--- src/rtl/sram_lane_pkg.sv ---
`timescale 1ns/1ps
package sram_lane_pkg;

  typedef enum logic [2:0] {
    ST_IDLE   = 3'd0,
    ST_READ   = 3'd1,
    ST_WPULSE = 3'd2,
    ST_WHOLD  = 3'd3,
    ST_TURN   = 3'd4
  } seq_state_t;

  // whole cycles covering a time in ns, never below one
  function automatic int unsigned wait_cycles(input int unsigned ns, input int unsigned clk_ns);
    int unsigned c;
    c = (ns + clk_ns - 1) / clk_ns;
    return (c == 0) ? 1 : c;
  endfunction

  function automatic int unsigned max_u(input int unsigned a, input int unsigned b);
    return (a > b) ? a : b;
  endfunction

endpackage

--- src/rtl/sram_lane_timer.sv ---
`timescale 1ns/1ps
module sram_lane_timer #(
  parameter int CNT_W = 3
) (
  input  logic             clk,
  input  logic             rst_n,
  input  logic             load,
  input  logic [CNT_W-1:0] load_val,
  output logic             zero
);

  logic [CNT_W-1:0] cnt_q;
  logic [CNT_W-1:0] cnt_d;

  always_comb begin
    cnt_d = cnt_q;
    if (load) begin
      cnt_d = load_val;
    end else if (cnt_q != '0) begin
      cnt_d = cnt_q - 1'b1;
    end
  end

  always_ff @(posedge clk or negedge rst_n) begin
    if (!rst_n) begin
      cnt_q <= '0;
    end else begin
      cnt_q <= cnt_d;
    end
  end

  assign zero = (cnt_q == '0);

endmodule

--- src/rtl/sram_lane_seq.sv ---
`timescale 1ns/1ps
module sram_lane_seq
  import sram_lane_pkg::*;
#(
  parameter int unsigned RD_CYC   = 6,
  parameter int unsigned WR_LOW   = 5,
  parameter int unsigned WR_HOLD  = 1,
  parameter int unsigned TURN_CYC = 2,
  parameter int          CNT_W    = 3
) (
  input  logic             clk,
  input  logic             rst_n,
  input  logic             req_valid,
  input  logic             req_write,
  input  logic             req_any_lane,
  input  logic             tmr_zero,
  output logic             req_ready,
  output logic             accept,
  output logic             tmr_load,
  output logic [CNT_W-1:0] tmr_val,
  output logic             rd_capture,
  output logic             rd_empty,
  output logic             bus_release,
  output logic             cs_n,
  output logic             we_n,
  output logic             oe_n,
  output logic             dq_drive
);

  localparam logic [CNT_W-1:0] RD_LD   = CNT_W'(RD_CYC - 1);
  localparam logic [CNT_W-1:0] WL_LD   = CNT_W'(WR_LOW - 1);
  localparam logic [CNT_W-1:0] WH_LD   = CNT_W'(WR_HOLD - 1);
  localparam logic [CNT_W-1:0] TURN_LD = CNT_W'(TURN_CYC - 1);

  seq_state_t state_q, state_d;
  logic cs_q, cs_d, we_q, we_d, oe_q, oe_d, drv_q, drv_d;

  assign req_ready = (state_q == ST_IDLE);
  assign accept    = req_ready & req_valid;

  always_comb begin
    state_d     = state_q;
    cs_d        = cs_q;
    we_d        = we_q;
    oe_d        = oe_q;
    drv_d       = drv_q;
    tmr_load    = 1'b0;
    tmr_val     = '0;
    rd_capture  = 1'b0;
    rd_empty    = 1'b0;
    bus_release = 1'b0;
    unique case (state_q)
      ST_IDLE: begin
        if (req_valid) begin
          if (!req_any_lane) begin
            rd_empty = !req_write;
          end else if (!req_write) begin
            state_d  = ST_READ;
            cs_d     = 1'b0;
            oe_d     = 1'b0;
            tmr_load = 1'b1;
            tmr_val  = RD_LD;
          end else begin
            state_d  = ST_WPULSE;
            cs_d     = 1'b0;
            we_d     = 1'b0;
            drv_d    = 1'b1;
            tmr_load = 1'b1;
            tmr_val  = WL_LD;
          end
        end
      end
      ST_READ: begin
        if (tmr_zero) begin
          rd_capture  = 1'b1;
          bus_release = 1'b1;
          state_d     = ST_TURN;
          cs_d        = 1'b1;
          oe_d        = 1'b1;
          tmr_load    = 1'b1;
          tmr_val     = TURN_LD;
        end
      end
      ST_WPULSE: begin
        if (tmr_zero) begin
          state_d  = ST_WHOLD;
          we_d     = 1'b1;
          tmr_load = 1'b1;
          tmr_val  = WH_LD;
        end
      end
      ST_WHOLD: begin
        if (tmr_zero) begin
          bus_release = 1'b1;
          state_d     = ST_IDLE;
          cs_d        = 1'b1;
          drv_d       = 1'b0;
        end
      end
      ST_TURN: begin
        if (tmr_zero) begin
          state_d = ST_IDLE;
        end
      end
      default: begin
        state_d = ST_IDLE;
        cs_d    = 1'b1;
        we_d    = 1'b1;
        oe_d    = 1'b1;
        drv_d   = 1'b0;
      end
    endcase
  end

  always_ff @(posedge clk or negedge rst_n) begin
    if (!rst_n) begin
      state_q <= ST_IDLE;
      cs_q    <= 1'b1;
      we_q    <= 1'b1;
      oe_q    <= 1'b1;
      drv_q   <= 1'b0;
    end else begin
      state_q <= state_d;
      cs_q    <= cs_d;
      we_q    <= we_d;
      oe_q    <= oe_d;
      drv_q   <= drv_d;
    end
  end

  assign cs_n     = cs_q;
  assign we_n     = we_q;
  assign oe_n     = oe_q;
  assign dq_drive = drv_q;

endmodule

--- src/rtl/sram_lane_dpath.sv ---
`timescale 1ns/1ps
module sram_lane_dpath #(
  parameter int ADDR_W = 18,
  parameter int DATA_W = 16,
  parameter int LANES  = 2
) (
  input  logic              clk,
  input  logic              rst_n,
  input  logic              accept,
  input  logic [ADDR_W-1:0] req_addr,
  input  logic [DATA_W-1:0] req_wdata,
  input  logic [LANES-1:0]  req_mask,
  input  logic              bus_release,
  input  logic              rd_capture,
  input  logic              rd_empty,
  input  logic [DATA_W-1:0] sram_dq_in,
  output logic [ADDR_W-1:0] sram_addr,
  output logic [DATA_W-1:0] sram_dq_out,
  output logic [LANES-1:0]  strobe_n,
  output logic              rsp_valid,
  output logic [DATA_W-1:0] rsp_rdata
);

  localparam int LANE_W = DATA_W / LANES;

  logic [ADDR_W-1:0] addr_q;
  logic [DATA_W-1:0] wdata_q;
  logic [LANES-1:0]  mask_q;
  logic [LANES-1:0]  strobe_q;
  logic [DATA_W-1:0] rdata_q;
  logic [DATA_W-1:0] merged;
  logic              rsp_q;

  // each lane passes only if its mask bit was set
  for (genvar l = 0; l < LANES; l++) begin : g_lane
    assign merged[l*LANE_W +: LANE_W] =
      mask_q[l] ? sram_dq_in[l*LANE_W +: LANE_W] : '0;
  end

  always_ff @(posedge clk or negedge rst_n) begin
    if (!rst_n) begin
      addr_q  <= '0;
      wdata_q <= '0;
      mask_q  <= '0;
    end else if (accept) begin
      addr_q  <= req_addr;
      wdata_q <= req_wdata;
      mask_q  <= req_mask;
    end
  end

  always_ff @(posedge clk or negedge rst_n) begin
    if (!rst_n) begin
      strobe_q <= '1;
    end else if (accept) begin
      strobe_q <= ~req_mask;
    end else if (bus_release) begin
      strobe_q <= '1;
    end
  end

  always_ff @(posedge clk or negedge rst_n) begin
    if (!rst_n) begin
      rdata_q <= '0;
    end else if (rd_capture) begin
      rdata_q <= merged;
    end else if (rd_empty) begin
      rdata_q <= '0;
    end
  end

  always_ff @(posedge clk or negedge rst_n) begin
    if (!rst_n) begin
      rsp_q <= 1'b0;
    end else begin
      rsp_q <= rd_capture | rd_empty;
    end
  end

  assign sram_addr   = addr_q;
  assign sram_dq_out = wdata_q;
  assign strobe_n    = strobe_q;
  assign rsp_valid   = rsp_q;
  assign rsp_rdata   = rdata_q;

endmodule

--- src/rtl/sram_lane_ctrl.sv ---
`timescale 1ns/1ps
module sram_lane_ctrl
  import sram_lane_pkg::*;
#(
  parameter int          ADDR_W   = 18,
  parameter int          DATA_W   = 16,
  parameter int unsigned CLK_NS   = 10,
  parameter int unsigned T_AA_NS  = 55,
  parameter int unsigned T_RC_NS  = 55,
  parameter int unsigned T_OE_NS  = 30,
  parameter int unsigned T_WP_NS  = 45,
  parameter int unsigned T_WC_NS  = 55,
  parameter int unsigned T_DW_NS  = 25,
  parameter int unsigned T_REL_NS = 20
) (
  input  logic              clk,
  input  logic              rst_n,
  input  logic              req_valid,
  output logic              req_ready,
  input  logic              req_write,
  input  logic [ADDR_W-1:0] req_addr,
  input  logic [DATA_W-1:0] req_wdata,
  input  logic [1:0]        req_mask,
  output logic              rsp_valid,
  output logic [DATA_W-1:0] rsp_rdata,
  output logic              sram_cs_n,
  output logic              sram_we_n,
  output logic              sram_oe_n,
  output logic              sram_ub_n,
  output logic              sram_lb_n,
  output logic [ADDR_W-1:0] sram_addr,
  output logic [DATA_W-1:0] sram_dq_out,
  output logic              sram_dq_oe,
  input  logic [DATA_W-1:0] sram_dq_in
);

  localparam int          LANES    = 2;
  localparam int unsigned RD_CYC   = max_u(max_u(wait_cycles(T_AA_NS, CLK_NS),
                                                 wait_cycles(T_RC_NS, CLK_NS)),
                                           wait_cycles(T_OE_NS, CLK_NS));
  localparam int unsigned WR_LOW   = max_u(wait_cycles(T_WP_NS, CLK_NS),
                                           wait_cycles(T_DW_NS, CLK_NS));
  localparam int unsigned WC_CYC   = wait_cycles(T_WC_NS, CLK_NS);
  localparam int unsigned WR_HOLD  = (WC_CYC > WR_LOW + 1) ? (WC_CYC - WR_LOW) : 1;
  localparam int unsigned TURN_CYC = wait_cycles(T_REL_NS, CLK_NS);
  localparam int unsigned MAX_CYC  = max_u(max_u(RD_CYC, WR_LOW), max_u(WR_HOLD, TURN_CYC));
  localparam int          CNT_W    = $clog2(MAX_CYC + 1);

  logic             rst_meta_q, rst_sync_n;
  logic             accept, tmr_load, tmr_zero;
  logic [CNT_W-1:0] tmr_val;
  logic             rd_capture, rd_empty, bus_release;
  logic [LANES-1:0] strobe_n;

  // reset asserts at once and releases after two edges
  always_ff @(posedge clk or negedge rst_n) begin
    if (!rst_n) begin
      rst_meta_q <= 1'b0;
      rst_sync_n <= 1'b0;
    end else begin
      rst_meta_q <= 1'b1;
      rst_sync_n <= rst_meta_q;
    end
  end

  sram_lane_timer #(.CNT_W(CNT_W)) u_timer (
    .clk      (clk),
    .rst_n    (rst_sync_n),
    .load     (tmr_load),
    .load_val (tmr_val),
    .zero     (tmr_zero)
  );

  sram_lane_seq #(
    .RD_CYC   (RD_CYC),
    .WR_LOW   (WR_LOW),
    .WR_HOLD  (WR_HOLD),
    .TURN_CYC (TURN_CYC),
    .CNT_W    (CNT_W)
  ) u_seq (
    .clk          (clk),
    .rst_n        (rst_sync_n),
    .req_valid    (req_valid),
    .req_write    (req_write),
    .req_any_lane (|req_mask),
    .tmr_zero     (tmr_zero),
    .req_ready    (req_ready),
    .accept       (accept),
    .tmr_load     (tmr_load),
    .tmr_val      (tmr_val),
    .rd_capture   (rd_capture),
    .rd_empty     (rd_empty),
    .bus_release  (bus_release),
    .cs_n         (sram_cs_n),
    .we_n         (sram_we_n),
    .oe_n         (sram_oe_n),
    .dq_drive     (sram_dq_oe)
  );

  sram_lane_dpath #(
    .ADDR_W (ADDR_W),
    .DATA_W (DATA_W),
    .LANES  (LANES)
  ) u_dpath (
    .clk         (clk),
    .rst_n       (rst_sync_n),
    .accept      (accept),
    .req_addr    (req_addr),
    .req_wdata   (req_wdata),
    .req_mask    (req_mask),
    .bus_release (bus_release),
    .rd_capture  (rd_capture),
    .rd_empty    (rd_empty),
    .sram_dq_in  (sram_dq_in),
    .sram_addr   (sram_addr),
    .sram_dq_out (sram_dq_out),
    .strobe_n    (strobe_n),
    .rsp_valid   (rsp_valid),
    .rsp_rdata   (rsp_rdata)
  );

  assign sram_lb_n = strobe_n[0];
  assign sram_ub_n = strobe_n[1];

endmodule

--- config.mk ---
export PLATFORM = sky130hd
export DESIGN_NAME = sram_lane_ctrl
export DESIGN_NICKNAME = d
export VERILOG_FILES = /design/src/rtl/sram_lane_pkg.sv /design/src/rtl/sram_lane_timer.sv /design/src/rtl/sram_lane_seq.sv /design/src/rtl/sram_lane_dpath.sv /design/src/rtl/sram_lane_ctrl.sv
export SDC_FILE = /design/constraint.sdc
export NUM_CORES = 1
export LEC_CHECK = 0
export ABC_CLOCK_PERIOD_IN_PS = 1950
export BUFFER_PORTS_ARGS = -buffer_cell sky130_fd_sc_hd__buf_2
export CAP_MARGIN = 20
export CORE_MARGIN = 2
export CORE_UTILIZATION = 43
export DETAILED_ROUTE_END_ITERATION = 12
export PLACE_DENSITY_LB_ADDON = 0.15
export SKIP_LAST_GASP = 1
export SYNTH_ARGS = -nofsm -noshare
export SYNTH_HDL_FRONTEND = slang
export SYNTH_SLANG_ARGS = --single-unit
--- constraint.sdc ---
create_clock -name clk -period 1.95 [get_ports clk]
set_input_delay 0.195 -clock clk [delete_from_list [all_inputs] [get_ports clk]]
set_output_delay 0.195 -clock clk [all_outputs]
set_load 0.01 [all_outputs]
==> results of run 1 <==
[layout make-up]
type | instances | area share [%]
Timing Repair Buffer | 125 | 18.4
Inverter | 6 | 0.617
Tap cell | 77 | 2.64
Clock buffer | 13 | 4.08
Sequential cell | 67 | 46.2
Clock inverter | 2 | 1.65
Multi-Input combinational cell | 177 | 26.5
[Yosys cell counts, types with 2 or more instances]
| cell | count | share of area (%) |
|---|---|---|
| buf_4 | 2 | 0.54 |
| nand3_1 | 2 | 0.36 |
| dfrtp_1 | 62 | 56 |
| nor2b_1 | 2 | 0.45 |
| nor3b_1 | 2 | 0.54 |
| a21oi_1 | 3 | 0.54 |
| clkbuf_1 | 2 | 0.27 |
| o22ai_1 | 2 | 0.45 |
| o21a_1 | 3 | 0.81 |
| a221oi_1 | 2 | 0.63 |
| inv_1 | 5 | 0.68 |
| nand2_1 | 112 | 15 |
| a32o_1 | 17 | 6.2 |
| buf_1 | 2 | 0.27 |
| dfstp_2 | 5 | 4.8 |
| buf_2 | 6 | 1.1 |
| nor3_1 | 2 | 0.36 |
| buf_6 | 3 | 1.2 |
| o22a_1 | 2 | 0.63 |
| nor2_1 | 2 | 0.27 |
| ha_1 | 2 | 0.90 |
| nand2b_1 | 4 | 0.90 |
[metal layers]
metal  wire, um  share of wire [%]  vias up  global-route usage [%]
met1       2840                 45     1114                    24.3
met5          0                  0        -                       0
met3        452                7.1        9                    4.72
met2       3000                 47       89                    30.6
li1           -                  -     1125                       -
met4         94                1.5        0                    8.36
[worst max-delay path by stage]
stage	start	to	slack, ps	cells past startpoint
6_report	u_timer.cnt_q[0]	u_dpath.rsp_rdata[8]	240	5
5_1_grt	u_timer.cnt_q[0]	u_dpath.rsp_rdata[3]	120	5
4_1_cts	u_timer.cnt_q[0]	u_dpath.rsp_rdata[8]	240	5
3_5_place_dp	u_timer.cnt_q[0]	u_dpath.rsp_rdata[8]	260	5
3_3_place_gp	u_timer.cnt_q[0]	u_dpath.rsp_rdata[10]	320	5
2_1_floorplan	u_timer.cnt_q[0]	u_dpath.rsp_rdata[10]	400	6
[power breakdown]
part | leakage [nW] | switching [mW] | total, mW | internal (mW)
clock | 0.104 | 0.487 | 1.24 | 0.750
sequential | 0.845 | 0.380 | 2.38 | 2.00
combinational | 1.05 | 1.14 | 2.08 | 0.941
[kinds of logic after synthesis]
logic type / after synthesis / synth area share (%)
other cells: 1 / 0.136
fa+ha+maj: 2 / 0.905
flops: 67 / 60.9
xor+xnor: 1 / 0.317
simple gates: 133 / 21.1
buf+inv: 21 / 4.21
compound gates: 40 / 12.4
[flip-flops by register name (all words and copies together), names as in the netlist]
name	flops
u_dpath.strobe_n	2
rst_sync_n	1
u_seq.we_n	1
u_seq.state_q	3
rst_meta_q	1
u_dpath.mask_q	2
u_timer.cnt_q	3
u_dpath.sram_addr	18
u_dpath.rsp_valid	1
u_dpath.sram_dq_out	16
u_seq.dq_drive	1
u_dpath.rsp_rdata	16
u_seq.oe_n	1
u_seq.cs_n	1
[stage by stage]
step / utilization (%) / std cells / area (um2) / setup WS [ps]
6_report: 58.1 / 467 / 3650 / 244
5_1_grt: 58.1 / 467 / 3650 / 120
4_1_cts: 58.1 / 467 / 3650 / 242
3_5_place_dp: 54.6 / 451 / 3430 / 264
3_3_place_gp: 54.6 / 451 / 3430 / 324
2_1_floorplan: - / 265 / 2770 / 396
[repair_timing]
item | 4_1_cts | 5_1_grt
resized for setup | 0 | 0
endpoints found under the setup margin | 0 | 0
hold buffers | 1 | 0
endpoints found under the hold margin | 2 | 0
[critical path, cell delays in order, from the launching register on]
cell      delay, ps
dfrtp_1         400
inv_1            90
ha_1            230
nand2b_1        130
nor3_4          520
a32o_1          270
==> results by group, run 1 <==
Synthesis
  • Synth Cell Area: 2770 um2
  • Sequential element share of the synthesized area: 60.9%
  • Post-synth EDFFs: 0
  • Yosys reg bits: 67
  • Count of cell types in the netlist: 43
  • FFs w/ async S/R, synth: 100%
  • Yosys warning count: 0
  • Post-synthesis net count: 323
  • Cell count after synthesis: 265
  • Top_reg_cell synth: dfrtp_1
  • Syn avg cell area: 10.4 um2

Routing
  • DRT Wirelength: 6390 um
  • Length of the first detailed-routing pass in iterations: 4
  • Average wire per standard cell: between 10 and 15 um
  • Detail Route Antenna Nets: 0
  • Via/cell ratio: 5.00
  • Drt drc: 0
  • DR vias: approximately 2300
  • DR iter-0 viols: 81

Clocking
  • CTS tree: built
  • Clk sink count: 67
  • Worst-Skew Late Latency: 330 ps
  • CTS H-tree depth: 3
  • Setup bufs post-CTS: 0
  • CTS Buffer Depth: 2
  • Worst-path clk slew: 70 ps
  • CTS Buf Count: 9
  • Root Driver: clkbuf_8

Power
  • Total power draw: 5.70 mW
  • Pleak: ~2 nW
  • Power per cell area: 1560 nW/um2
  • VDD IR-drop max: 0.711 mV

Timing
  • Final setup violation count: 0
  • Fin Setup TNS: 0 ps
  • Hold Vio Cnt, Final: 0
  • Fin crit share: 87.5%
  • Fmax: 586 MHz
  • Tightest Pin Transition: 648 ps
  • Fin crit period: around 1700 ps
  • RSZ-0062 raised after global routing: false
  • Final Max Slew Viols: 0
  • Slew headroom: 56.6%
  • Clock skew: 7.97 ps
  • Fin Hold WS: 47.8 ps

Worst hold path
  • Hold depth: 3
  • Hold path start: req_addr[11]
  • Hold worst-path end: u_dpath.sram_addr[11]
  • HP Class: primary input to flip-flop

Cells and area
  • Nets: 444
  • Fillcell total: 554
  • Synthesis-to-finish area growth: 31.9%
  • Footprint of the multi-input gates: 966 um2
  • Share of cells above drive strength 1: 38.2%
  • Reg area: 1680 um2
  • Commonest non-fill, non-tap cell in the layout: buf_2
  • Most frequent cells in the layout: buf_2, nand2_1, dfrtp_1
  • Diodes inserted: 0

Critical path
  • Critical path class: flip-flop to flip-flop
  • Critical R2R Capture: u_dpath.rsp_rdata[8]
  • Worst EP required: between 2000 and 2500 ps
  • Worst r2r src: u_timer.cnt_q[0]
  • Worst R2R Path Depth: 5
  • CP max FO: 16
  • Startpoint types: flip-flop
  • Reg2Reg Setup Slack: 240 ps
  • Crit end category: flip-flop
  • CP arrival: 1970 ps

Place
  • # port buffers: around 110
  • Placer Congestion: 0.832
  • DPL Wire Length: 4640 um

GRT
  • Initial antenna violation count: 0
  • First-pass GRT wire length: 10700 um
  • All-Layer GR Usage: 18.9%
  • Vias in the first global route: 2305
  • Largest net degree at the start of global routing: 38
  • GRT overflow: 0

Floorplan
  • Core Region: between 6000 and 7000 um2
  • DIE WIDTH: 84.2 um
  • Initial Util: between 40% and 50%
  • Row cnt: 29
  • Die ar.: 7090 um2
  • Die Y: 84.2 um
  • I/O Pins: 114

Job
  • Maxcap violations: 0

Run status
  • Status: complete, no violations
Note: power is estimated with default switching activity, not from simulation.
==> run 2, diff against run 1 <==
CORE_UTILIZATION = 35   (was 43)
SETUP_SLACK_MARGIN = 0.5   (was not set)
==> results by group, run 2 (same netlist as run 1, synthesis figures left out) <==
Power
  • Total power draw: 5.96 mW (was 5.70 mW)
  • Pleak: 2.11 nW (was 2.00 nW)
  • VDD IR-drop max: 0.601 mV (was 0.711 mV)
  • Power per cell area: 1510 nW/um2 (was 1560 nW/um2)

Critical path
  • CP dominant cell by count: buf_6
  • CP arrival: 1670 ps (was 1970 ps)
  • Critical path, cell by cell: nor4b_4 > buf_6 > a22oi_2 > buf_6 > a32o_1 (was inv_1 > ha_1 > nand2b_1 > nor3_4 > a32o_1)
  • Reg2Reg Setup Slack: 490 ps (was 240 ps)
  • CP max-delay cell: dfrtp_2 (was nor3_4)
  • Crit end category: flip-flop (unchanged)
  • Critical R2R Capture: u_dpath.rsp_rdata[8] (unchanged)
  • Worst r2r src: u_seq.state_q[2] (was u_timer.cnt_q[0])
  • Critical path class: flip-flop to flip-flop (unchanged)
  • Crit path max-delay family: flip-flops (was simple AND/OR/NAND/NOR gates)
  • Worst Path Buf+Inv: 2 (was 1)
  • Worst R2R Path Depth: 5 (unchanged)
  • Worst EP required: 2160 ps (was 2210 ps)
  • CP max FO: 17 (was 16)
  • Startpoint types: flip-flop (unchanged)
  • Slowest stage delay, CP: 460 ps (was 520 ps)

GRT
  • Largest net degree at the start of global routing: 38 (unchanged)
  • GRT overflow: 0 (unchanged)
  • All-Layer GR Usage: 16.8% (was 18.9%)
  • First-pass GRT wire length: 11400 um (was 10700 um)
  • Initial antenna violation count: 0 (unchanged)
  • Vias in the first global route: 2396 (was 2305)

Cells and area
  • Diodes inserted: 0 (unchanged)
  • Synthesis-to-finish area growth: 42.6% (was 31.9%)
  • Reg area: 1690 um2 (was 1680 um2)
  • Max reg flops: 18 (unchanged)
  • Share of cells above drive strength 1: 44.1% (was 38.2%)
  • Most frequent cells in the layout: buf_2, nand2_1, dfrtp_1 (unchanged)
  • Nets: 457 (was 444)
  • Fillcell total: 756 (was 554)
  • Commonest non-fill, non-tap cell in the layout: buf_2 (unchanged)
  • Footprint of the multi-input gates: 1030 um2 (was 966 um2)

Clocking
  • CTS Buffer Depth: 2 (unchanged)
  • Root Driver: clkbuf_8 (unchanged)
  • CTS tree: built (unchanged)
  • CTS H-tree depth: 3 (unchanged)
  • Clk sink count: 67 (unchanged)
  • CTS Buf Count: 9 (unchanged)
  • Worst-Skew Late Latency: 330 ps (about the same)
  • Worst-path clk slew: 70 ps (about the same)

Run status
  • Status: complete, no violations (unchanged)

Timing
  • RSZ-0062 raised after global routing: true (was false)
  • Hold Vio Cnt, Final: 0 (unchanged)
  • Final setup violation count: 0 (unchanged)
  • Slew headroom: 59.0% (was 56.6%)
  • Fmax: 685 MHz (was 586 MHz)
  • Fin crit share: 74.9% (was 87.5%)
  • Clock skew: 8.69 ps (was 7.97 ps)
  • Fin crit period: 1460 ps (was 1710 ps)
  • Final Max Slew Viols: 0 (unchanged)
  • Fin Setup TNS: 0 ps (unchanged)
  • Tightest Pin Transition: 615 ps (was 648 ps)

Worst hold path
  • Hold path start: req_addr[12] (was req_addr[11])
  • Hold worst-path end: u_dpath.sram_addr[12] (was u_dpath.sram_addr[11])
  • HP Class: primary input to flip-flop (unchanged)
  • Hold depth: 3 (unchanged)

Place
  • Placer Congestion: 0.742 (was 0.832)
  • # port buffers: 113 (unchanged)
  • DPL Wire Length: 4620 um (was 4640 um)

Routing
  • Length of the first detailed-routing pass in iterations: 4 (unchanged)
  • DR iter-0 viols: 61 (was 81)
  • DR vias: 2356 (was 2337)
  • Via/cell ratio: 4.66 (was 5.00)
  • Detail Route Antenna Nets: 0 (unchanged)
  • DRT Wirelength: 6940 um (was 6390 um)
  • Average wire per standard cell: 13.7 um (about the same)
  • Drt drc: 0 (unchanged)

Floorplan
  • DIE WIDTH: 92.9 um (was 84.2 um)
  • Row cnt: 32 (was 29)
  • Core Region: 7690 um2 (was 6280 um2)
  • Die ar.: 8630 um2 (was 7090 um2)
  • Initial Util: 36.0% (was 44.1%)
  • I/O Pins: 114 (unchanged)
  • Die Y: 92.9 um (was 84.2 um)

Job
  • Maxcap violations: 0 (unchanged)
run 2: cell count changes in the layout (fill, tap and decap cells not counted), sizes merged:
| cell | before | now |
|---|---|---|
| bufinv | 2 | 1 |
| bufbuf | 0 | 1 |
| buf | 124 | 135 |
| clkbuf | 13 | 15 |
| clkinv | 0 | 1 |
run 2: layout make-up:
class	count	area share, %
timing repair buffer	138	22.3
multi-input combinational	177	26.1
clock inverter	2	0.888
sequential	67	42.8
tap	102	3.24
inverter	6	0.571
clock buffer	14	4.12
run 2: worst min-delay path, stage by stage:
cell and delay, ps:
buf_2 70, nand2_1 40, nand2_1 50
run 2: through the flow:
stage                     hold WS [ps]  setup slack, ps  cells  utilization [%]  area, um2
after CTS                         41.8              450    502             50.2       3860
after global routing              50.9              410    506             51.3       3940
after floorplan                   -101              491    265                -       2790
after detailed placement         -17.4              354    473             45.1       3470
final                             52.5              490    506             51.3       3940
after global placement           -18.4              359    473             45.1       3470
run 2: what timing repair did:
action,CTS,global route
gates resized for setup,11,10
gates cloned,1,1
hold endpoints to repair,2,0
hold buffers,1,0
pin swaps,2,1
setup endpoints to repair,62,63
buffers inserted,11,3
run 2: layer usage:
metal	vias up	global-route usage, %	wire (um)
li1	1159	-	-
met4	0	6.99	95
met1	1114	22.3	3140
met2	73	26.1	3250
met3	10	4.31	456
met5	-	0	0
run 2: worst max-delay path by stage:
stage          cells after the start              from               endpoint  slack (ps)
3_5_place_dp                       4  u_seq.state_q[1]             u_seq.oe_n         350
4_1_cts                            4  u_seq.state_q[0]    u_dpath.strobe_n[1]         450
3_3_place_gp                       3  u_seq.state_q[2]   u_dpath.rsp_rdata[1]         360
6_report                           5  u_seq.state_q[2]   u_dpath.rsp_rdata[8]         490
5_1_grt                            5  u_seq.state_q[2]  u_dpath.rsp_rdata[11]         410
2_1_floorplan                      5  u_seq.state_q[0]      u_dpath.mask_q[0]         490
run 2: report_power, final:
group | internal (mW) | switching [mW] | leakage [nW]
Combinational | 1.17 | 1.24 | 1.17
Clock | 0.661 | 0.487 | 0.101
Sequential | 2.01 | 0.391 | 0.842
